--- src/rtl/paged_nic_pkg.sv ---
package paged_nic_pkg;

  // Command bit positions
  localparam int CB_STOP  = 0;
  localparam int CB_START = 1;
  localparam int CB_XMIT  = 2;
  localparam int CB_RRD   = 3;
  localparam int CB_RWR   = 4;

  // Interrupt status bit positions
  localparam int IB_RX_OK     = 0;
  localparam int IB_TX_OK     = 1;
  localparam int IB_RX_ERR    = 2;
  localparam int IB_TX_ERR    = 3;
  localparam int IB_OVERWRITE = 4;
  localparam int IB_COUNTERS  = 5;
  localparam int IB_RDMA_DONE = 6;
  localparam int IB_RESET     = 7;

  typedef enum logic [4:0] {
    W_NONE, W_CMD, W_RSTART, W_RSTOP, W_BNDRY, W_TPG, W_TCLO, W_TCHI,
    W_ISR, W_RALO, W_RAHI, W_RCLO, W_RCHI, W_DCFG, W_IMR,
    W_STA, W_CURPG, W_MCAST
  } wsel_e;

  typedef enum logic [2:0] {
    R_ZERO, R_CMD, R_BNDRY, R_TSR, R_ISR, R_STA, R_CURPG, R_MCAST
  } rsel_e;

endpackage

--- src/rtl/paged_nic_byte_reg.sv ---
module paged_nic_byte_reg #(
  parameter int           W       = 8,
  parameter logic [W-1:0] RST_VAL = '0
) (
  input  logic         clk,
  input  logic         rst_n,
  input  logic         en,
  input  logic [W-1:0] d,
  output logic [W-1:0] q
);

  logic [W-1:0] q_r;
  logic [W-1:0] q_d;

  always_comb begin
    q_d = q_r;
    if (en) q_d = d;
  end

  always_ff @(posedge clk or negedge rst_n) begin
    if (!rst_n) q_r <= RST_VAL;
    else        q_r <= q_d;
  end

  assign q = q_r;

endmodule

--- src/rtl/paged_nic_dec.sv ---
module paged_nic_dec
  import paged_nic_pkg::*;
#(
  parameter int OFFS_W = 4,
  parameter int PAGE_W = 2,
  parameter int N_STA  = 6,
  parameter int N_MC   = 8,
  parameter int IDX_W  = 3
) (
  input  logic [PAGE_W-1:0] page,
  input  logic [OFFS_W-1:0] offs,
  output wsel_e             wsel,
  output rsel_e             rsel,
  output logic [IDX_W-1:0]  idx
);

  localparam int STA_LO  = 1;
  localparam int STA_HI  = STA_LO + N_STA - 1;
  localparam int CUR_OFF = STA_HI + 1;
  localparam int MC_LO   = CUR_OFF + 1;
  localparam int MC_HI   = MC_LO + N_MC - 1;

  int o;

  always_comb begin
    o    = int'(offs);
    wsel = W_NONE;
    rsel = R_ZERO;
    idx  = '0;
    if (o == 0) begin
      wsel = W_CMD;
      rsel = R_CMD;
    end else if (page == PAGE_W'(0)) begin
      case (o)
        1:  wsel = W_RSTART;
        2:  wsel = W_RSTOP;
        3:  begin wsel = W_BNDRY; rsel = R_BNDRY; end
        4:  begin wsel = W_TPG;   rsel = R_TSR;   end
        5:  wsel = W_TCLO;
        6:  wsel = W_TCHI;
        7:  begin wsel = W_ISR;   rsel = R_ISR;   end
        8:  wsel = W_RALO;
        9:  wsel = W_RAHI;
        10: wsel = W_RCLO;
        11: wsel = W_RCHI;
        14: wsel = W_DCFG;
        15: wsel = W_IMR;
        default: wsel = W_NONE;
      endcase
    end else if (page == PAGE_W'(1)) begin
      if (o >= STA_LO && o <= STA_HI) begin
        wsel = W_STA;
        rsel = R_STA;
        idx  = IDX_W'(o - STA_LO);
      end else if (o == CUR_OFF) begin
        wsel = W_CURPG;
        rsel = R_CURPG;
      end else if (o >= MC_LO && o <= MC_HI) begin
        wsel = W_MCAST;
        rsel = R_MCAST;
        idx  = IDX_W'(o - MC_LO);
      end
    end
  end

endmodule

--- src/rtl/paged_nic_cmd.sv ---
module paged_nic_cmd
  import paged_nic_pkg::*;
#(
  parameter int W = 8
) (
  input  logic           clk,
  input  logic           rst_n,
  input  logic           cmd_we,
  input  logic [W-1:0]   wdata,
  input  logic [W-1:0]   tpg,
  input  logic [2*W-1:0] tcnt,
  input  logic [2*W-1:0] rcnt,
  output logic [W-1:0]   cmd_q,
  output logic [W-1:0]   tsr_q,
  output logic           tx_req,
  output logic [2*W-1:0] tx_addr,
  output logic [2*W-1:0] tx_len,
  output logic           tx_set,
  output logic           rdma_set
);

  logic           go, xmit, rdz;
  logic [W-1:0]   cmd_r, cmd_d, tsr_r, tsr_d;
  logic           req_r, req_d;
  logic [2*W-1:0] txa_r, txa_d, txl_r, txl_d;

  always_comb begin
    go    = cmd_we && wdata[CB_START];
    xmit  = go && wdata[CB_XMIT];
    rdz   = go && (wdata[CB_RRD] || wdata[CB_RWR]) && (rcnt == '0);
    cmd_d = cmd_r;
    tsr_d = tsr_r;
    txa_d = txa_r;
    txl_d = txl_r;
    req_d = xmit;
    if (cmd_we) cmd_d = wdata;
    if (xmit) begin
      tsr_d = W'(1);
      txa_d = {tpg, {W{1'b0}}};
      txl_d = tcnt;
    end
  end

  always_ff @(posedge clk or negedge rst_n) begin
    if (!rst_n) begin
      cmd_r <= '0;
      tsr_r <= '0;
      req_r <= 1'b0;
      txa_r <= '0;
      txl_r <= '0;
    end else begin
      cmd_r <= cmd_d;
      tsr_r <= tsr_d;
      req_r <= req_d;
      txa_r <= txa_d;
      txl_r <= txl_d;
    end
  end

  assign cmd_q    = cmd_r;
  assign tsr_q    = tsr_r;
  assign tx_req   = req_r;
  assign tx_addr  = txa_r;
  assign tx_len   = txl_r;
  assign tx_set   = xmit;
  assign rdma_set = rdz;

endmodule

--- src/rtl/paged_nic_irq.sv ---
module paged_nic_irq #(
  parameter int           W       = 8,
  parameter logic [W-1:0] ISR_RST = 8'h80
) (
  input  logic         clk,
  input  logic         rst_n,
  input  logic         isr_we,
  input  logic         imr_we,
  input  logic [W-1:0] wdata,
  input  logic [W-1:0] set_vec,
  output logic [W-1:0] isr_q,
  output logic [W-1:0] imr_q,
  output logic         irq
);

  logic [W-1:0] isr_r, isr_d, imr_r, imr_d;

  always_comb begin
    isr_d = isr_r;
    imr_d = imr_r;
    if (isr_we) isr_d = isr_r & ~wdata;
    isr_d = isr_d | set_vec;
    if (imr_we) imr_d = wdata;
  end

  always_ff @(posedge clk or negedge rst_n) begin
    if (!rst_n) begin
      isr_r <= ISR_RST;
      imr_r <= '0;
    end else begin
      isr_r <= isr_d;
      imr_r <= imr_d;
    end
  end

  assign isr_q = isr_r;
  assign imr_q = imr_r;
  assign irq   = |(isr_r & imr_r);

endmodule

--- src/rtl/paged_nic_regs.sv ---
module paged_nic_regs
  import paged_nic_pkg::*;
#(
  parameter int BYTE_W = 8,
  parameter int OFFS_W = 4,
  parameter int PAGE_W = 2,
  parameter int N_STA  = 6,
  parameter int N_MC   = 8
) (
  input  logic                clk,
  input  logic                rst_n,
  input  logic                wr_en,
  input  logic [OFFS_W-1:0]   addr,
  input  logic [BYTE_W-1:0]   wdata,
  output logic [BYTE_W-1:0]   rdata,
  input  logic [BYTE_W-1:0]   ev_set,
  output logic                irq,
  output logic                tx_req,
  output logic [2*BYTE_W-1:0] tx_addr,
  output logic [2*BYTE_W-1:0] tx_len,
  output logic [2*BYTE_W-1:0] ring_start_addr,
  output logic [2*BYTE_W-1:0] ring_stop_addr,
  output logic [2*BYTE_W-1:0] rdma_addr,
  output logic [2*BYTE_W-1:0] rdma_count,
  output logic [BYTE_W-1:0]   data_cfg
);

  localparam int WORD_W = 2 * BYTE_W;
  localparam int N_MAX  = (N_MC > N_STA) ? N_MC : N_STA;
  localparam int IDX_W  = (N_MAX > 1) ? $clog2(N_MAX) : 1;

  wsel_e             wsel;
  rsel_e             rsel;
  logic [IDX_W-1:0]  idx;
  logic [BYTE_W-1:0] cmd_q, tsr_q, isr_q, imr_q;
  logic [PAGE_W-1:0] page;
  logic              tx_set, rdma_set;
  logic [BYTE_W-1:0] set_vec;

  logic [BYTE_W-1:0] start_q, stop_q, bnd_q, tpg_q, tclo_q, tchi_q;
  logic [BYTE_W-1:0] ralo_q, rahi_q, rclo_q, rchi_q, dcfg_q, cur_q;
  logic [BYTE_W-1:0] sta_q [N_STA];
  logic [BYTE_W-1:0] mc_q  [N_MC];

  assign page = cmd_q[BYTE_W-1 -: PAGE_W];

  paged_nic_dec #(
    .OFFS_W(OFFS_W), .PAGE_W(PAGE_W), .N_STA(N_STA), .N_MC(N_MC), .IDX_W(IDX_W)
  ) u_dec (
    .page(page), .offs(addr), .wsel(wsel), .rsel(rsel), .idx(idx)
  );

  paged_nic_cmd #(.W(BYTE_W)) u_cmd (
    .clk(clk), .rst_n(rst_n),
    .cmd_we(wr_en && wsel == W_CMD), .wdata(wdata),
    .tpg(tpg_q), .tcnt({tchi_q, tclo_q}), .rcnt({rchi_q, rclo_q}),
    .cmd_q(cmd_q), .tsr_q(tsr_q), .tx_req(tx_req),
    .tx_addr(tx_addr), .tx_len(tx_len),
    .tx_set(tx_set), .rdma_set(rdma_set)
  );

  always_comb begin
    set_vec               = ev_set;
    set_vec[IB_TX_OK]     = ev_set[IB_TX_OK] | tx_set;
    set_vec[IB_RDMA_DONE] = ev_set[IB_RDMA_DONE] | rdma_set;
  end

  paged_nic_irq #(.W(BYTE_W), .ISR_RST(BYTE_W'(1) << IB_RESET)) u_irq (
    .clk(clk), .rst_n(rst_n),
    .isr_we(wr_en && wsel == W_ISR), .imr_we(wr_en && wsel == W_IMR),
    .wdata(wdata), .set_vec(set_vec),
    .isr_q(isr_q), .imr_q(imr_q), .irq(irq)
  );

  paged_nic_byte_reg #(.W(BYTE_W)) u_start (.clk(clk), .rst_n(rst_n), .en(wr_en && wsel == W_RSTART), .d(wdata), .q(start_q));
  paged_nic_byte_reg #(.W(BYTE_W)) u_stop  (.clk(clk), .rst_n(rst_n), .en(wr_en && wsel == W_RSTOP),  .d(wdata), .q(stop_q));
  paged_nic_byte_reg #(.W(BYTE_W)) u_bnd   (.clk(clk), .rst_n(rst_n), .en(wr_en && wsel == W_BNDRY),  .d(wdata), .q(bnd_q));
  paged_nic_byte_reg #(.W(BYTE_W)) u_tpg   (.clk(clk), .rst_n(rst_n), .en(wr_en && wsel == W_TPG),    .d(wdata), .q(tpg_q));
  paged_nic_byte_reg #(.W(BYTE_W)) u_tclo  (.clk(clk), .rst_n(rst_n), .en(wr_en && wsel == W_TCLO),   .d(wdata), .q(tclo_q));
  paged_nic_byte_reg #(.W(BYTE_W)) u_tchi  (.clk(clk), .rst_n(rst_n), .en(wr_en && wsel == W_TCHI),   .d(wdata), .q(tchi_q));
  paged_nic_byte_reg #(.W(BYTE_W)) u_ralo  (.clk(clk), .rst_n(rst_n), .en(wr_en && wsel == W_RALO),   .d(wdata), .q(ralo_q));
  paged_nic_byte_reg #(.W(BYTE_W)) u_rahi  (.clk(clk), .rst_n(rst_n), .en(wr_en && wsel == W_RAHI),   .d(wdata), .q(rahi_q));
  paged_nic_byte_reg #(.W(BYTE_W)) u_rclo  (.clk(clk), .rst_n(rst_n), .en(wr_en && wsel == W_RCLO),   .d(wdata), .q(rclo_q));
  paged_nic_byte_reg #(.W(BYTE_W)) u_rchi  (.clk(clk), .rst_n(rst_n), .en(wr_en && wsel == W_RCHI),   .d(wdata), .q(rchi_q));
  paged_nic_byte_reg #(.W(BYTE_W)) u_dcfg  (.clk(clk), .rst_n(rst_n), .en(wr_en && wsel == W_DCFG),   .d(wdata), .q(dcfg_q));
  paged_nic_byte_reg #(.W(BYTE_W)) u_cur   (.clk(clk), .rst_n(rst_n), .en(wr_en && wsel == W_CURPG),  .d(wdata), .q(cur_q));

  for (genvar g = 0; g < N_STA; g++) begin : g_sta
    paged_nic_byte_reg #(.W(BYTE_W)) u_b (
      .clk(clk), .rst_n(rst_n),
      .en(wr_en && wsel == W_STA && idx == IDX_W'(g)),
      .d(wdata), .q(sta_q[g])
    );
  end

  for (genvar g = 0; g < N_MC; g++) begin : g_mc
    paged_nic_byte_reg #(.W(BYTE_W)) u_b (
      .clk(clk), .rst_n(rst_n),
      .en(wr_en && wsel == W_MCAST && idx == IDX_W'(g)),
      .d(wdata), .q(mc_q[g])
    );
  end

  always_comb begin
    case (rsel)
      R_CMD:   rdata = cmd_q;
      R_BNDRY: rdata = bnd_q;
      R_TSR:   rdata = tsr_q;
      R_ISR:   rdata = isr_q;
      R_STA:   rdata = sta_q[idx];
      R_CURPG: rdata = cur_q;
      R_MCAST: rdata = mc_q[idx];
      default: rdata = '0;
    endcase
  end

  assign ring_start_addr = {start_q, {BYTE_W{1'b0}}};
  assign ring_stop_addr  = {stop_q,  {BYTE_W{1'b0}}};
  assign rdma_addr       = {rahi_q, ralo_q};
  assign rdma_count      = {rchi_q, rclo_q};
  assign data_cfg        = dcfg_q;

  logic unused_ok;
  assign unused_ok = ^{imr_q, WORD_W'(0)};

endmodule

--- config.mk ---
export PLATFORM = sky130hd
export DESIGN_NAME = paged_nic_regs
export DESIGN_NICKNAME = d
export VERILOG_FILES = /design/src/rtl/paged_nic_pkg.sv /design/src/rtl/paged_nic_byte_reg.sv /design/src/rtl/paged_nic_dec.sv /design/src/rtl/paged_nic_cmd.sv /design/src/rtl/paged_nic_irq.sv /design/src/rtl/paged_nic_regs.sv
export SDC_FILE = /design/constraint.sdc
export NUM_CORES = 1
export LEC_CHECK = 0
export BUFFER_PORTS_ARGS = -buffer_cell sky130_fd_sc_hd__buf_2
export CORE_MARGIN = 1.5
export CORE_UTILIZATION = 50
export CTS_BUF_LIST = sky130_fd_sc_hd__clkbuf_4 sky130_fd_sc_hd__clkbuf_8
export CTS_CLUSTER_SIZE = 14
export DETAILED_ROUTE_END_ITERATION = 8
export GPL_TIMING_DRIVEN = 1
export PLACE_DENSITY_LB_ADDON = 0.2
export SETUP_SLACK_MARGIN = 0.4
export SLEW_MARGIN = 40
export SYNTH_ARGS = -nofsm -noshare
export SYNTH_HDL_FRONTEND = slang
export SYNTH_SLANG_ARGS = --single-unit
--- constraint.sdc ---
create_clock -name clk -period 6.3 [get_ports clk]
set_clock_uncertainty 0.2 [all_clocks]
set_input_delay 1.26 -clock clk [delete_from_list [all_inputs] [get_ports clk]]
set_output_delay 1.26 -clock clk [all_outputs]
set_load 0.05 [all_outputs]
After elaboration in Yosys (flattened, before gate mapping)
Cells that the tools add are included.

Output and inout port bits: 114. Bits in registers: 258.

Eq/ne operators: 46. Bitwise operators: 7. Muxes and demuxes: 28. Add/sub/neg operators: 2. Reductions and logical operators: 42. Order comparisons: 4.

Operator list (count): $pmux 8 s7 (1); $pmux 4 s13 (1); $bmux 8 s3 (2); $eq 5x4->1 const B (8); $mux 8 (5); $logic_and 1x1->1 (36); $mux 3 (12); $mux 5 (6); $eq 4x4->1 const B (7); $eq 3x3->1 const B (8); $eq 5x3->1 const B (4); $and 8x8->8 (2); $eq 4x3->1 const B (4); $logic_not 16->1 (1); $eq 3x2->1 const B (4); $eq 5x2->1 const B (2); $eq 5x5->1 const B (2); $pmux 3 s3 (1); $eq 4x2->1 const B (2); $ge 4x4->1 const B (2); $not 8->8 (1); $or 8x8->8 (1); $reduce_or 8->1 (1); $eq 3x1->1 const B (2); other kinds (12) (14).

Depth between registers and ports, before layout
Gate-level depths: netlist (run 1).

Depth in word-level cells: 14. Depth in mapped cells: 13. Mapped depth without buffers: 9.

Cells and area by module
Synthesis (run 1) repeated with hierarchy kept, for this count alone.

Cells, all modules: 860. Area, all modules: 12921.1 µm².

By module, submodules not included: paged_nic_byte_reg (instances 26, cells each 17, area each 331.6 µm², sequential area each 200.2 µm²); paged_nic_regs (instances 1, cells each 207, area each 1701.6 µm², sequential area each 0.0 µm²); paged_nic_cmd (instances 1, cells each 95, area each 1498.9 µm², sequential area each 850.8 µm²); paged_nic_irq (instances 1, cells each 47, area each 664.4 µm², sequential area each 401.6 µm²); paged_nic_dec (instances 1, cells each 69, area each 435.4 µm², sequential area each 0.0 µm²).

Worst setup path before layout (run 1)
Ideal clock, no wire load.

Path kind: input to output. Start: in addr[0]. End: out rdata[0]. Setup slack: 1.168 ns. Stages on the path: 11. Data required time: 4.840 ns. Path buffers: 3. Data arrival time: 3.672 ns. Path through: buf_2 -> inv_1 -> ha_1 -> a311o_1 -> o21ai_1 -> clkbuf_1 -> clkbuf_1 -> nand2_1 -> a31oi_1 -> a22oi_1 -> nand4_1.

Longest elaborated chain between the ends: 12. Elaborated cells between the ends (all ways): 39. Those cells by class: 2 x add/sub; 3 x order compare; 11 x eq/ne; 20 x mux; 1 x bitwise; 2 x reduce/logical.

RTL lines: start, declared (RTL line paged_nic_regs.sv:13) `input logic [OFFS_W-1:0] addr,`; $ge 4x4->1 or $sub 3x1->3 (tied branches) (RTL line paged_nic_dec.sv:58, paged_nic_dec.sv:61); $mux 3 (RTL line paged_nic_dec.sv:58) `end else if (o >= MC_LO && o <= MC_HI) begin`; $mux 3 (RTL line paged_nic_dec.sv:55) `end else if (o == CUR_OFF) begin`; $mux 3 (RTL line paged_nic_dec.sv:51) `if (o >= STA_LO && o <= STA_HI) begin`; $mux 3 (RTL line paged_nic_dec.sv:50) `end else if (page == PAGE_W'(1)) begin`; $mux 3 (RTL line paged_nic_dec.sv:33) `end else if (page == PAGE_W'(0)) begin`; $mux 3 (RTL line paged_nic_dec.sv:30) `if (o == 0) begin`; $not 3->4 (not written as such) (RTL line paged_nic_regs.sv:110, paged_nic_regs.sv:112); $bmux 8 s3 (on tied branches) (RTL line paged_nic_regs.sv:112, paged_nic_regs.sv:110); $mux 8 (on tied branches) (2 in series) (RTL line paged_nic_regs.sv:112, paged_nic_regs.sv:110); $pmux 8 s7 (*) (RTL line paged_nic_regs.sv:105) `case (rsel)`; end, declared (RTL line paged_nic_regs.sv:15) `output logic [BYTE_W-1:0] rdata,`.

Every way passes the cells marked *; elsewhere a longest branch is shown, timed or not. The select of a mux whose other input is x is not followed.

Worst setup path after layout (run 1)
Start: in addr[0]. End: out rdata[3].

The elaborated chain is that of the path after synthesis.

==> summary.md, run 1 <==
| Metric | Value |
|---|---|
| Post-synthesis area per instance | 12.5 sq um |
| Flop2flop setup slack | 2860 ps |
| Post-Syn Area | around 12000 sq um |
| Critical path endpoint category | output port |
| CTS tree | yes |
| Final Critical Period | 5660 ps |
| Design area | 13700 sq um |
| Avg Vias per Cell | 5.74 |
| Power Dens Cells | 482 nW/um^2 |
| CP Cell Sequence | buf_2, inv_1, ha_1, nor2b_1, o21ai_0, buf_4, and2_1, buf_4, a21oi_1, a221oi_1, o21ai_0, nand4b_1, buf_2 |
| TritonCTS buffer count | 44 |
| Layout cells sized above 1 | approximately 42% |
| DP Worst Slack | 575 ps |
| Clock Path Buffers | 3 |
| Hold/Removal Path Class | flip-flop to flip-flop |
| Status | complete, no violations |
| Slew @ Worst Pin | 809 ps |
| Post-route setup slack | 638 ps |
| Slew Limit Headroom | 46.0% |
| Nets | 1096 |
| Ant. Diodes | 0 |
| Final Max Tran Viols | 0 |
| Sink Count | 258 |
| Initial Util | 51.0% |
| Core region area | 23500 sq um |
| Register area share after synthesis | 53.8% |
| Top Ports | 137 |
| Pwr Total | around 6600 uW |
| Most frequent cells in the layout | 257 x dfrtp_1, 229 x mux2_2, 111 x buf_2 |
| Max Cap Violations | 0 |
| Final period util | roughly nine tenths |
| 1st-pass router iterations | 4 |
| Crit-path max cell delay | between 300 and 400 ps |
| Synthesized instance count | 960 |
| R2R depth | 7 |
| Syn-to-layout area delta | 14.1% |
| Initial detailed-routing violation count | 445 |
| Via count | 8134 |
| Gp weighted congestion | 0.887 |
| Initial antenna violation count | 0 |
| Number of flops mapped to enable cells by yosys | 0 |
| R2R Path Start | u_cmd.cmd_q[6]$_DFFE_PN0N_ |
| Hold Vio Cnt, Final | 0 |
| Port Buf Inserts | 112 |
| Async SR Flop Fraction | between 90% and 100% |
| CTS Root Cell | clkbuf_8 |
| Hold path start | u_cmd.tsr_q[0]$_DFFE_PN0P_ |
| Remaining global-route overflow | 0 |
| CP max stage cell | a221oi_1 |
| WL final | 30000 um |
| Seq cells post-synth | 258 |
| Vias in the first global route | 8254 |
| Peak VDD IR | roughly 310 uV |
| Largest net degree at the start of global routing | ~110 |
| Setup repair bufs after CTS | 0 |
| Area post-placement | roughly 13000 sq um |
| Max Clk Rate | 177 MHz |
| Setup_tns | 0 ps |
| Worst-Skew Late Latency | 540 ps |
| Num rows | 56 |
| Synth warn | 0 |
| RSZ-0062 raised after global routing | false |
| Clk slew on worst S/H paths | 60 ps |
| DIE HEIGHT | 158 um |
| CP Launch Type | input pin |
| Worst hold endpoint | u_cmd.tsr_q[0]$_DFFE_PN0P_ |
| Die ar. | 24900 sq um |
| Final ANT Viol Nets | 0 |
| Ys flop type | dfrtp_1 |
| H-tree depth | 2 |
| Cell variety after synth | 68 |
| Critical Path RT | roughly 4800 ps |
| Global-route wire length before repair | 46900 um |
| DR DRC count | 0 |
| DR WL/cell | 21.2 um |
| Hold Path Depth | 1 |
| Die width | 158 um |
| Max Fanout on Critical Path | 21 |
| Post-DP HPWL | 19600 um |
| Final setup vio count | 0 |
| Crit path DAT | 4200 ps |
| # fillers | 2030 |
| Reg2reg end | u_cmd.tx_len[15]$_DFFE_PN0P_ |
| Gr usage total | 24.9% |
| Commonest non-fill, non-tap cell in the layout | dfrtp_1 |
| Leakage | between 0.006 and 0.007 uW |
| Hold buffers post-CTS | 0 |
| Layout Utilization | 58.1% |
| Crit path kind | input pin to output port |
## worst max-delay path: cells and delay by family
family | cells | cell delay, ps
AOI/OAI and AO/OA | 4 | 700
adders and majority gates | 1 | 330
and+or+nand+nor | 3 | 650
buffers and inverters | 5 | 1240
## power by group
part	internal [uW]	switching, uW	total [uW]
clock network	906	647	1550
logic	861	1640	2500
registers	2240	308	2540
## stage by stage
step                std cells  hold WS (ps)
detailed placement       1341           261
finish                   1418           274
global route             1418           284
global placement         1340           249
floorplan                 983           235
CTS                      1418           274
## state kept, by name, summed over array words and instances (netlist names)
name,count
u_tchi.q,8
u_start.q,8
u_bnd.q,8
u_cmd.tx_req,1
u_cur.q,8
u_rahi.q,8
u_tpg.q,8
u_rclo.q,8
u_rchi.q,8
u_irq.imr_q,8
u_tclo.q,8
u_cmd.cmd_q,8
u_cmd.tsr_q,1
g_mc.u_b.q,64
u_dcfg.q,8
u_stop.q,8
u_irq.isr_q,8
u_cmd.tx_addr,8
g_sta.u_b.q,48
u_cmd.tx_len,16
u_ralo.q,8
## cell usage after synthesis, drive strengths merged (3+ instances only)
cell / count / share of area [%]
a211o: 3 / 0.22
a211oi: 7 / 0.44
a21o: 10 / 0.63
a21oi: 26 / 1.1
a221oi: 4 / 0.29
a22oi: 9 / 0.56
a31oi: 5 / 0.26
a32oi: 12 / 0.88
and2: 4 / 0.21
and3: 10 / 0.52
buf: 42 / 2.3
clkbuf: 46 / 1.4
dfrtp: 257 / 54
ha: 5 / 0.52
inv: 5 / 0.16
mux2: 249 / 23
mux2i: 16 / 1.3
nand2: 80 / 2.5
nand2b: 5 / 0.26
nand3: 22 / 0.96
nand4: 12 / 0.63
nand4b: 4 / 0.29
nor2: 26 / 1.0
nor2b: 8 / 0.42
nor3: 14 / 0.99
nor4: 8 / 0.59
o211ai: 8 / 0.62
o21ai: 21 / 0.88
o221ai: 3 / 0.37
o22ai: 4 / 0.21
or2: 8 / 0.42
or3: 4 / 0.25
## worst max path at each step
stage / from / to / slack (ps) / depth (start not counted)
after floorplan: addr[0] / rdata[0] / 1170 / 11
after global placement: addr[0] / rdata[2] / 660 / 11
after detailed placement: addr[0] / rdata[2] / 570 / 11
after CTS: addr[0] / rdata[2] / 550 / 11
after global routing: addr[0] / rdata[2] / 440 / 13
final: addr[0] / rdata[3] / 640 / 13
## kinds of logic (layout without fill, tap and decap cells)
group                      count (synthesis)  count (layout)  share of synthesized area [%]
and+or+nand+nor                          211             211                           9.47
DFF                                      258             258                           53.8
muxes                                    265             265                           24.7
AOI/OAI and AO/OA                        127             127                           7.55
other                                      1              24                         0.0313
buffers and inverters                     93             209                           3.91
adders and majority gates                  5               5                          0.521
## area by class of cell
class	count	area, sq um	share of cell area, %
multi-input combinational	632	5170	37.8
clock buffer	73	867	6.34
timing repair buffer	127	719	5.26
sequential	258	6460	47.2
tap	319	399	2.92
inverter	5	18.8	0.137
clock inverter	4	51.3	0.375
## timing repair
item / 4_1_cts / 5_1_grt
setup endpoints to repair: 0 / 8
endpoints found under the hold margin: 0 / 0
gates resized for setup: 0 / 3
## routing by layer
| layer | GRT usage, % | up-vias | routed length [um] |
|---|---|---|---|
| li1 | - | 3657 | - |
| met1 | 34.2 | 4164 | 13500 |
| met2 | 39.6 | 264 | 14100 |
| met3 | 5.04 | 49 | 1820 |
| met4 | 7.82 | 0 | 623 |
| met5 | 0 | - | 0 |
Note: power is estimated with default switching activity, not from simulation.
==> run 2, diff against run 1 <==
Settings changed: PLACE_DENSITY set to 0.8, PLACE_DENSITY_LB_ADDON 0.2 to unset.
==> run 2 against run 1 <==
  * Global-route usage down 0.50 points
  * Sequential power about the same
  * Sequential share of layout area up 0.14 points
  * Final cell count unchanged
  * Critical path type unchanged
  * Largest power group unchanged
  * Total power down 1.1%
  * First-iteration DRC count up 76%
  * Setup slack better by 37 ps
  * Fmax up 0.65%
==> summary.md, run 2 (same netlist as run 1, synthesis figures left out) <==
| Metric | Value |
|---|---|
| Remaining global-route overflow | 0 |
| Core region area | approximately 24000 sq um |
| Clk slew on worst S/H paths | ~60 ps |
| Layout cells sized above 1 | 42.0% |
| Ant. Diodes | 0 |
| Hold Path Depth | 1 |
| Final setup vio count | 0 |
| Final Critical Period | 5630 ps |
| Reg area | 6460 sq um |
| Switching share of power | 40.4% |
| Area post-placement | 12800 sq um |
| # fillers | 1906 |
| Most frequent cells in the layout | 257 x dfrtp_1, 229 x mux2_2, 111 x buf_2 |
| Top Ports | 137 |
| Commonest non-fill, non-tap cell in the layout | dfrtp_1 |
| Slew @ Worst Pin | 795 ps |
| Final period util | 89.3% |
| CTS tree | yes |
| Power Dens Cells | 478 nW/um^2 |
| DP Worst Slack | 570 ps |
| WL final | 29800 um |
| Max Clk Rate | 178 MHz |
| Sink Count | 258 |
| Clock power frac | 22.0% |
| Num rows | 56 |
| Critical path endpoint category | output port |
| Hold Vio Cnt, Final | 0 |
| Die width | 158 um |
| Hold buffers post-CTS | 0 |
| R2R Path Start | u_cmd.cmd_q[6]$_DFFE_PN0N_ |
| Sequential Power Share | between 30 and 40% |
| DR WL/cell | approximately 21 um |
| Avg Vias per Cell | approximately 6 |
| Vias in the first global route | about 8000 |
| Initial detailed-routing violation count | 782 |
| Setup_tns | 0 ps |
| Gr usage total | 24.4% |
| Crit path kind | input pin to output port |
| Largest net degree at the start of global routing | 149 |
| Initial antenna violation count | 0 |
| Initial Util | 51.0% |
| DR DRC count | 0 |
| TritonCTS buffer count | 42 |
| Port Buf Inserts | 112 |
| Nets | about 1100 |
| Leakage | 0.00657 uW |
| Crit path DAT | between 4000 and 5000 ps |
| Max Fanout on Critical Path | 19 |
| Global-route wire length before repair | 46000 um |
| Design area | 13600 sq um |
| Area of the multi-input gates | roughly 5200 sq um |
| Cell internal pwr | 3890 uW |
| Reg2reg end | g_sta[0].u_b.q[5]$_DFFE_PN0P_ |
| H-tree depth | 2 |
| Status | complete, no violations |
| Post-DP HPWL | slightly below 20000 um |
| Flop2flop setup slack | 2980 ps |
| Peak VDD IR | around 320 uV |
| Via count | 8345 |
| R2R depth | 6 |
| Hold path start | u_cmd.tsr_q[0]$_DFFE_PN0P_ |
| Max Cap Violations | 0 |
| Final Max Tran Viols | 0 |
| Syn-to-layout area delta | 13.7% |
| Die ar. | 24900 sq um |
| NetSw | ~2600 uW |
| Layout Utilization | 58.0% |
| 1st-pass router iterations | 5 |
| Worst hold endpoint | u_cmd.tsr_q[0]$_DFFE_PN0P_ |
| Final ANT Viol Nets | 0 |
| RSZ-0062 raised after global routing | false |
| CP Launch Type | input pin |
| Hold/Removal Path Class | flip-flop to flip-flop |
| DIE HEIGHT | 158 um |
| Worst-Skew Late Latency | about 530 ps |
| Gate power share | 38.8% |
| Post-route setup slack | 675 ps |
| Gp weighted congestion | between 0.9 and 1 |
| Critical Path RT | 4840 ps |
| CTS Root Cell | clkbuf_8 |
| Clock Path Buffers | 3 |
| Max FFs per register | 64 |
| Slew Limit Headroom | 46.7% |
## run 2: cell types whose count changed in the layout (fill, tap and decap cells not counted), moves of 2 or more
cell and delta:
clkbuf_4 -5, buf_4 +4, clkbuf_8 -4, clkinv_2 +4, buf_16 +2
## run 2: layout make-up
cell class                 count  share of cell area, %
sequential                   258                   47.3
clock inverter                 9                  0.422
inverter                       5                  0.138
clock buffer                  64                   5.68
timing repair buffer         131                   5.67
multi-input combinational    632                   37.9
tap                          319                   2.92
## run 2: per-stage QoR
| step | power [uW] | std cells | hold slack (ps) |
|---|---|---|---|
| 5_1_grt | 6830 | 1418 | 293 |
| 6_report | 6530 | 1418 | 270 |
| 3_3_place_gp | 5010 | 1342 | 251 |
| 4_1_cts | 6540 | 1416 | 266 |
| 3_5_place_dp | 5090 | 1343 | 251 |
| 2_1_floorplan | 4440 | 983 | 235 |
## run 2: per-layer routing
layer	global-route usage, %	wire [um]
met1	33.9	12800
met2	37.7	13800
met3	4.16	2030
met4	10.6	1230
met5	0	0
## run 2: power by group through the flow
stage / logic (uW) / clock network (uW) / registers [uW]
final: 2530 / 1440 / 2560
after global routing: 2670 / 1530 / 2630
after CTS: 2520 / 1460 / 2560
after detailed placement: 2510 / 0 / 2580
after global placement: 2460 / 0 / 2560
after floorplan: 1270 / 0 / 3170
## run 2: critical path: stages
cell	delay, ps
buf_2	280
inv_1	140
ha_1	330
nand2b_1	130
a21oi_1	80
nor4_1	560
and2_1	310
nor2b_2	420
o211ai_1	170
nand4_1	170
buf_2	290
## run 2: worst max-delay path by stage
stage	slack (ps)	from	depth (start not counted)	endpoint
after global routing	490	addr[0]	12	rdata[2]
after detailed placement	570	addr[0]	11	rdata[3]
final	670	addr[0]	11	rdata[0]
after global placement	670	addr[0]	11	rdata[2]
after CTS	550	addr[0]	11	rdata[3]
after floorplan	1170	addr[0]	11	rdata[0]
## run 2: repair_timing
action	CTS	global route
endpoints found under the setup margin	0	8
gates resized for setup	0	1
hold endpoints to repair	0	0
buffers inserted	0	0
